`src/rtl/flash_mmap_pkg.sv`:
```
package flash_mmap_pkg;

  typedef enum logic [2:0] {
    ST_IDLE,
    ST_GATHER,
    ST_WAIT,
    ST_RESP,
    ST_PF_REQ,
    ST_PF_WAIT,
    ST_DRAIN
  } port_state_t;

  localparam logic [1:0] SZ_BYTE = 2'b00;
  localparam logic [1:0] SZ_HALF = 2'b01;
  localparam logic [1:0] SZ_WORD = 2'b10;

endpackage

```
`src/rtl/flash_addr_check.sv`:
```
module flash_addr_check
  import flash_mmap_pkg::*;
#(
  parameter int unsigned AW = 28,
  parameter int unsigned EW = 5
) (
  input  logic          en_i,
  input  logic [EW-1:0] size_exp_i,
  input  logic [AW-1:0] addr_i,
  input  logic [1:0]    size_i,
  output logic          err_o
);

  localparam logic [EW:0] FULL_SPAN = (EW+1)'(AW);

  logic [EW:0] span;
  logic        in_range;
  logic        misal;

  always_comb begin
    span = {1'b0, size_exp_i} + (EW+1)'(1);
    if (span > FULL_SPAN) span = FULL_SPAN;
    in_range = (span == FULL_SPAN) || ((addr_i >> span) == '0);
    case (size_i)
      SZ_BYTE: misal = 1'b0;
      SZ_HALF: misal = addr_i[0];
      SZ_WORD: misal = |addr_i[1:0];
      default: misal = 1'b1;
    endcase
    err_o = !en_i || !in_range || misal;
  end

endmodule

```
`src/rtl/flash_pf_buffer.sv`:
```
module flash_pf_buffer #(
  parameter int unsigned AW = 28
) (
  input  logic          clk,
  input  logic          rst_n,
  input  logic          clr_i,
  input  logic          load_i,
  input  logic [AW-1:0] load_addr_i,
  input  logic [7:0]    load_data_i,
  input  logic [AW-1:0] look_addr_i,
  output logic          hit_o,
  output logic [7:0]    data_o
);

  logic          valid_q, valid_d;
  logic [AW-1:0] addr_q;
  logic [7:0]    data_q;
  logic          upd_en;

  always_comb begin
    upd_en  = load_i && !clr_i;
    valid_d = valid_q;
    if (clr_i)       valid_d = 1'b0;
    else if (load_i) valid_d = 1'b1;
  end

  always_ff @(posedge clk or negedge rst_n) begin
    if (!rst_n) begin
      valid_q <= 1'b0;
      addr_q  <= '0;
      data_q  <= '0;
    end else begin
      valid_q <= valid_d;
      if (upd_en) begin
        addr_q <= load_addr_i;
        data_q <= load_data_i;
      end
    end
  end

  assign hit_o  = valid_q && (addr_q == look_addr_i);
  assign data_o = data_q;

endmodule

```
`src/rtl/flash_mmap_port.sv`:
```
module flash_mmap_port
  import flash_mmap_pkg::*;
#(
  parameter int unsigned AW = 28,
  parameter int unsigned EW = 5
) (
  input  logic          clk,
  input  logic          rst_n,
  input  logic          cfg_en,
  input  logic [EW-1:0] cfg_size_exp,
  input  logic          bus_req_valid,
  output logic          bus_req_ready,
  input  logic [AW-1:0] bus_req_addr,
  input  logic [1:0]    bus_req_size,
  output logic          bus_rsp_valid,
  output logic          bus_rsp_err,
  output logic [31:0]   bus_rsp_data,
  output logic          fetch_req_valid,
  input  logic          fetch_req_ready,
  output logic [AW-1:0] fetch_req_addr,
  input  logic          fetch_rsp_valid,
  input  logic [7:0]    fetch_rsp_data
);

  port_state_t   st_q, st_d;
  logic [AW-1:0] cur_q, cur_d;
  logic [AW-1:0] tgt_q, tgt_d;
  logic [1:0]    idx_q, idx_d;
  logic [1:0]    last_q, last_d;
  logic [31:0]   acc_q, acc_d;
  logic          err_q, err_d;

  logic          req_err;
  logic [1:0]    req_last;
  logic [AW:0]   nxt_full;
  logic          nxt_err;
  logic          hit;
  logic [7:0]    pf_data;
  logic          pf_load;
  logic          acc_req;
  logic          take;
  logic [7:0]    take_byte;

  flash_addr_check #(.AW(AW), .EW(EW)) u_req_chk (
    .en_i       (cfg_en),
    .size_exp_i (cfg_size_exp),
    .addr_i     (bus_req_addr),
    .size_i     (bus_req_size),
    .err_o      (req_err)
  );

  assign nxt_full = {1'b0, cur_q} + (AW+1)'(1);

  flash_addr_check #(.AW(AW), .EW(EW)) u_nxt_chk (
    .en_i       (cfg_en),
    .size_exp_i (cfg_size_exp),
    .addr_i     (nxt_full[AW-1:0]),
    .size_i     (SZ_BYTE),
    .err_o      (nxt_err)
  );

  flash_pf_buffer #(.AW(AW)) u_pf (
    .clk         (clk),
    .rst_n       (rst_n),
    .clr_i       (!cfg_en),
    .load_i      (pf_load),
    .load_addr_i (tgt_q),
    .load_data_i (fetch_rsp_data),
    .look_addr_i (cur_q),
    .hit_o       (hit),
    .data_o      (pf_data)
  );

  // Port-side decode.
  always_comb begin
    bus_req_ready   = (st_q == ST_IDLE) || (st_q == ST_PF_REQ) || (st_q == ST_PF_WAIT);
    acc_req         = bus_req_valid && bus_req_ready;
    fetch_req_valid = ((st_q == ST_GATHER) && !hit) ||
                      ((st_q == ST_PF_REQ) && !bus_req_valid && cfg_en);
    fetch_req_addr  = (st_q == ST_PF_REQ) ? tgt_q : cur_q;
    pf_load         = fetch_rsp_valid && ((st_q == ST_PF_WAIT) || (st_q == ST_DRAIN));
    take            = ((st_q == ST_GATHER) && hit) || ((st_q == ST_WAIT) && fetch_rsp_valid);
    take_byte       = (st_q == ST_GATHER) ? pf_data : fetch_rsp_data;
    bus_rsp_valid   = (st_q == ST_RESP);
    bus_rsp_err     = (st_q == ST_RESP) && err_q;
    bus_rsp_data    = ((st_q == ST_RESP) && !err_q) ? acc_q : '0;
    case (bus_req_size)
      SZ_HALF: req_last = 2'd1;
      SZ_WORD: req_last = 2'd3;
      default: req_last = 2'd0;
    endcase
  end

  // Next-state logic.
  always_comb begin
    st_d   = st_q;
    cur_d  = cur_q;
    tgt_d  = tgt_q;
    idx_d  = idx_q;
    last_d = last_q;
    acc_d  = acc_q;
    err_d  = err_q;

    if (acc_req) begin
      cur_d  = bus_req_addr;
      idx_d  = 2'd0;
      last_d = req_last;
      err_d  = req_err;
      acc_d  = '0;
    end

    case (st_q)
      ST_IDLE: begin
        if (acc_req) st_d = req_err ? ST_RESP : ST_GATHER;
      end
      ST_PF_REQ: begin
        if (acc_req)              st_d = req_err ? ST_RESP : ST_GATHER;
        else if (!cfg_en)         st_d = ST_IDLE;
        else if (fetch_req_ready) st_d = ST_PF_WAIT;
      end
      ST_PF_WAIT: begin
        if (fetch_rsp_valid) begin
          if (acc_req) st_d = req_err ? ST_RESP : ST_GATHER;
          else         st_d = ST_IDLE;
        end else if (acc_req) begin
          st_d = ST_DRAIN;
        end
      end
      ST_DRAIN: begin
        if (fetch_rsp_valid) st_d = err_q ? ST_RESP : ST_GATHER;
      end
      ST_GATHER: begin
        if (!hit && fetch_req_ready) st_d = ST_WAIT;
      end
      ST_RESP: begin
        if (!err_q && !nxt_err && !nxt_full[AW]) begin
          st_d  = ST_PF_REQ;
          tgt_d = nxt_full[AW-1:0];
        end else begin
          st_d = ST_IDLE;
        end
      end
      default: st_d = st_q;
    endcase

    if (take) begin
      acc_d[{idx_q, 3'b000} +: 8] = take_byte;
      if (idx_q == last_q) begin
        st_d = ST_RESP;
      end else begin
        idx_d = idx_q + 2'd1;
        cur_d = cur_q + AW'(1);
        st_d  = ST_GATHER;
      end
    end
  end

  // State registers.
  always_ff @(posedge clk or negedge rst_n) begin
    if (!rst_n) begin
      st_q   <= ST_IDLE;
      cur_q  <= '0;
      tgt_q  <= '0;
      idx_q  <= '0;
      last_q <= '0;
      acc_q  <= '0;
      err_q  <= 1'b0;
    end else begin
      st_q   <= st_d;
      cur_q  <= cur_d;
      idx_q  <= idx_d;
      last_q <= last_d;
      acc_q  <= acc_d;
      err_q  <= err_d;
      if (st_q == ST_RESP) tgt_q <= tgt_d;
    end
  end


  err_fast_chk: assert property (@(posedge clk) disable iff (!rst_n)
    (acc_req && req_err && (st_q != ST_PF_WAIT)) |=> (bus_rsp_valid && bus_rsp_err));


  pf_hit_rsp_chk: assert property (@(posedge clk) disable iff (!rst_n)
    ((st_q == ST_GATHER) && hit && (idx_q == last_q)) |=> (bus_rsp_valid && !bus_rsp_err));


  fetch_hold_chk: assert property (@(posedge clk) disable iff (!rst_n)
    ((st_q == ST_GATHER) && fetch_req_valid && !fetch_req_ready)
      |=> (fetch_req_valid && $stable(fetch_req_addr)));


  rsp_pulse_chk: assert property (@(posedge clk) disable iff (!rst_n)
    bus_rsp_valid |=> !bus_rsp_valid);

endmodule

```
`config.mk`:
```
export PLATFORM = sky130hd
export DESIGN_NAME = flash_mmap_port
export DESIGN_NICKNAME = d
export VERILOG_FILES = /design/src/rtl/flash_mmap_pkg.sv /design/src/rtl/flash_addr_check.sv /design/src/rtl/flash_pf_buffer.sv /design/src/rtl/flash_mmap_port.sv
export SDC_FILE = /design/constraint.sdc
export NUM_CORES = 1
export LEC_CHECK = 0
export BUFFER_PORTS_ARGS = -buffer_cell sky130_fd_sc_hd__buf_2
export CAP_MARGIN = 20
export CORE_ASPECT_RATIO = 0.8
export CORE_MARGIN = 1
export CORE_UTILIZATION = 45
export DETAILED_ROUTE_END_ITERATION = 6
export PLACE_DENSITY = 0.73
export SETUP_SLACK_MARGIN = 0.15
export SYNTH_ARGS = -nofsm -noshare
export SYNTH_HDL_FRONTEND = slang
export SYNTH_HIERARCHICAL = 1
export SYNTH_SLANG_ARGS = --single-unit
export TNS_END_PERCENT = 10
```
`constraint.sdc`:
```
create_clock -name clk -period 11.3 [get_ports clk]
set_input_delay 0.565 -clock clk [delete_from_list [all_inputs] [get_ports clk]]
set_output_delay 0.565 -clock clk [all_outputs]
set_load 0.02 [all_outputs]
```
==> impl_metrics.py <==
metrics = {
    "grt": {
        "grt_max_degree": 70,
        "first_global_vias": 6986,
        "grt_overflow": 0,
        "track_usage": 0.253,
        "antenna_found_initial": 0,
        "grt_first_pass_wirelength_mm": 38.2,
    },
    "clock_network": {
        "ctsRootBufferMaster": "clkbuf_16",
        "cts_setup_buffers": 0,
        "clk_pin_slew_worst_paths_ns": 0.06,
        "cts_buffer_depth": 2,
        "cts.repair.resized": 0,
        "clkLatencyLatePin_ns": 0.42,
        "numCtsBuffers": 17,
        "htreeDepth": 4,
        "cts_sinks": 133,
        "hold_buffers": 0,
        "cts_tree": "yes",
    },
    "placed_design": {
        "dpl_cell_area_sq_mm": 0.00920,
        "port_buffers": 112,
        "place.gp.congestion": 0.921,
        "dp_hpwl_mm": 17.0,
    },
    "cells_and_area": {
        "area_growth_pct": 15.7,
        "fin_nets": 1033,
        "stdcell_area_sq_mm": 0.00984,
        "drive_above_1_share": 0.278,
        "nFillCells": 1656,
        "n_antenna_cell": 0,
        "multiInputGateArea_sq_mm": 0.00484,
        "register_area_sq_mm": 0.00333,
    },
    "timing": {
        "period_share": 0.390,
        "clock_skew_ns": 0.0118,
        "max_slew.worst_pin.slew_ns": 1.07,
        "period_needed_ns": 4.41,
        "rsz0062_at_grt": "no",
        "slew_violations": 0,
        "timing.setup.tns_ns": 0,
        "finalHoldViolations": 0,
        "max_clock_freq_mhz": 227,
        "relSlewSlack": 0.286,
        "hold_ws_ns": 0.149,
        "finalSetupViolCount": 0,
    },
    "die": {
        "die_area_sq_mm": 0.0195,
        "fp-row-count": 44,
        "fp.dieW_um": 156,
        "ios": 113,
        "initial_utilization": 0.464,
        "fp.dieH_um": 125,
        "core_sq_mm": 0.0183,
    },
    "synthesis": {
        "synth_top_family_by_area": "simple AND/OR/NAND/NOR gates",
        "yosysWarnings": 6,
        "synth_edf_count": 0,
        "async_flop_share": 1.00,
        "synth_common_cells": "133 x dfrtp_1, 92 x nand2_1, 77 x mux2_2",
        "yosysTopAreaCellShare": 0.391,
        "synthFlopType": "dfrtp_1",
        "synthTopCellsByArea": "dfrtp_1 39%, mux2_2 10%, nand2_1 4.1%",
        "synth.distinct_cells": 74,
        "yosys.area_share.simple": 0.189,
        "ys_seq_area_frac": 0.391,
        "yosysTopAreaCell": "dfrtp_1",
        "synth_compound_area_frac": 0.145,
        "ys_ff_latch": 133,
        "syn_inst": 878,
        "syn_area_per_cell_sq_um": 9.69,
        "muxShareOfSynthArea": 0.154,
        "synthXorXnorAreaFrac": 0.0597,
        "yosys.area_share.adder": 0.0159,
        "yosysMostFrequentCell": "dfrtp_1",
        "syn_area_sq_mm": 0.00851,
    },
    "power_and_ir_drop": {
        "p_leak_nw": 4.46,
        "ir_drop_v": 0.000169,
        "p_per_area_mw_per_mm2": 226,
    },
    "routing": {
        "drt_iter0_drc": 685,
        "vias_per_cell": 5.83,
        "routed_wl_mm": 23.7,
        "vias": 7232,
        "wire_per_inst_um": 19.2,
        "antenna_left": 0,
        "drc_errors": 0,
        "drt-pass1-iter-count": 5,
    },
    "critical_path": {
        "crit_arrival_ns": 4.71,
        "path_class": "reg2reg",
        "worstPathRequired_ns": 11.60,
        "critPathCaptureType": "flip-flop",
        "crit_path_max_fanout": 21,
        "critPathLaunchType": "flip-flop",
    },
    "flow_run": {
        "maxCapViolCount": 0,
    },
    "outcome": {
        "status": "completed",
    },
    "hold_path": {
        "hp-class": "in2async",
    },
}
[registers in the layout, summed over array words and instances, names as in the netlist]
name          cells
last_q            2
u_pf/valid_q      1
tgt_q            28
u_pf/addr_q      28
st_q              3
cur_q            28
err_q             1
idx_q             2
acc_q            32
u_pf/data_o       8
[worst max-delay path, stage by stage (launching register included)]
cell and delay [ns]:
dfrtp_1 0.50, nand4_1 0.26, nor3_1 0.68, nand4_1 0.27, xnor2_1 0.23, or3_1 0.39, a211oi_1 0.22, mux2_1 0.20
a32oi_1 0.07, o31ai_2 0.26, o311ai_2 0.16, a2111oi_4 0.31, buf_4 0.34, mux2_2 0.37
[final timing paths]
check	start	end	slack (ns)	cells after the start
max	cur_q[12]$_DFF_PN0_	tgt_q[1]$_DFFE_PN0N_	6.89	13
min	rst_n	acc_q[12]$_DFF_PN0_	0.15	1
max reg2reg	cur_q[12]$_DFF_PN0_	tgt_q[1]$_DFFE_PN0N_	6.89	13
min reg2reg	acc_q[18]$_DFF_PN0_	acc_q[18]$_DFF_PN0_	0.47	2
max in group asynchronous	rst_n	u_pf/addr_q[6]$_DFFE_PN0P_	9.85	2
min in group clk	fetch_rsp_data[6]	u_pf/data_o[6]$_DFFE_PN0P_	0.39	2
[power breakdown]
group          internal [mW]  leakage, nW  switching [mW]
logic                  0.332         2.39           0.534
registers              0.592         1.77           0.168
clock network          0.391        0.307           0.209
[per-stage QoR]
step	std cells	utilization	total power [mW]	worst slack (ns)
after global placement	1209	0.502	1.59	7.15
final	1240	0.537	2.23	6.89
after detailed placement	1209	0.502	1.61	7.01
after global routing	1240	0.537	2.35	6.62
after CTS	1240	0.537	2.22	6.97
after floorplan	881	-	1.34	7.33
[cell type report]
class,instances,area share
clock buffer,19,0.0440
clock inverter,12,0.0206
inverter,29,0.0111
multi-input combinational,676,0.492
sequential,133,0.338
tap,253,0.0322
timing repair buffer,118,0.0622
[kinds of logic after synthesis]
kind of cell | Yosys count
and+or+nand+nor | 307
DFF | 133
adders and majority gates | 11
AOI/OAI and AO/OA | 181
muxes | 115
buffers and inverters | 72
other | 1
xor gates and xnor gates | 58
[routing by layer]
metal	track usage	routed length (um)	vias up
li1	-	-	3353
met1	0.368	11100	3533
met2	0.368	10200	294
met3	0.0520	1690	52
met4	0.0969	757	0
met5	0	0	-
[placed cells by master (no fill, tap or decap), types with 8 or more instances in the layout]
cell,synthesis,layout
dfrtp_1,133,133
buf_2,13,111
nand2_1,92,92
mux2_2,77,77
o21ai_0,67,67
nor2_1,57,55
and2_1,33,33
xor2_1,33,33
a21oi_1,32,32
inv_1,29,29
xnor2_1,25,25
mux2i_1,23,23
nand3_1,20,20
nor3_1,19,18
nand4_1,17,17
clkbuf_16,0,17
a211oi_1,12,12
mux2_4,11,11
o21a_1,9,9
ha_1,9,9
or3_1,8,8
Note: power is estimated with default switching activity, not from simulation.
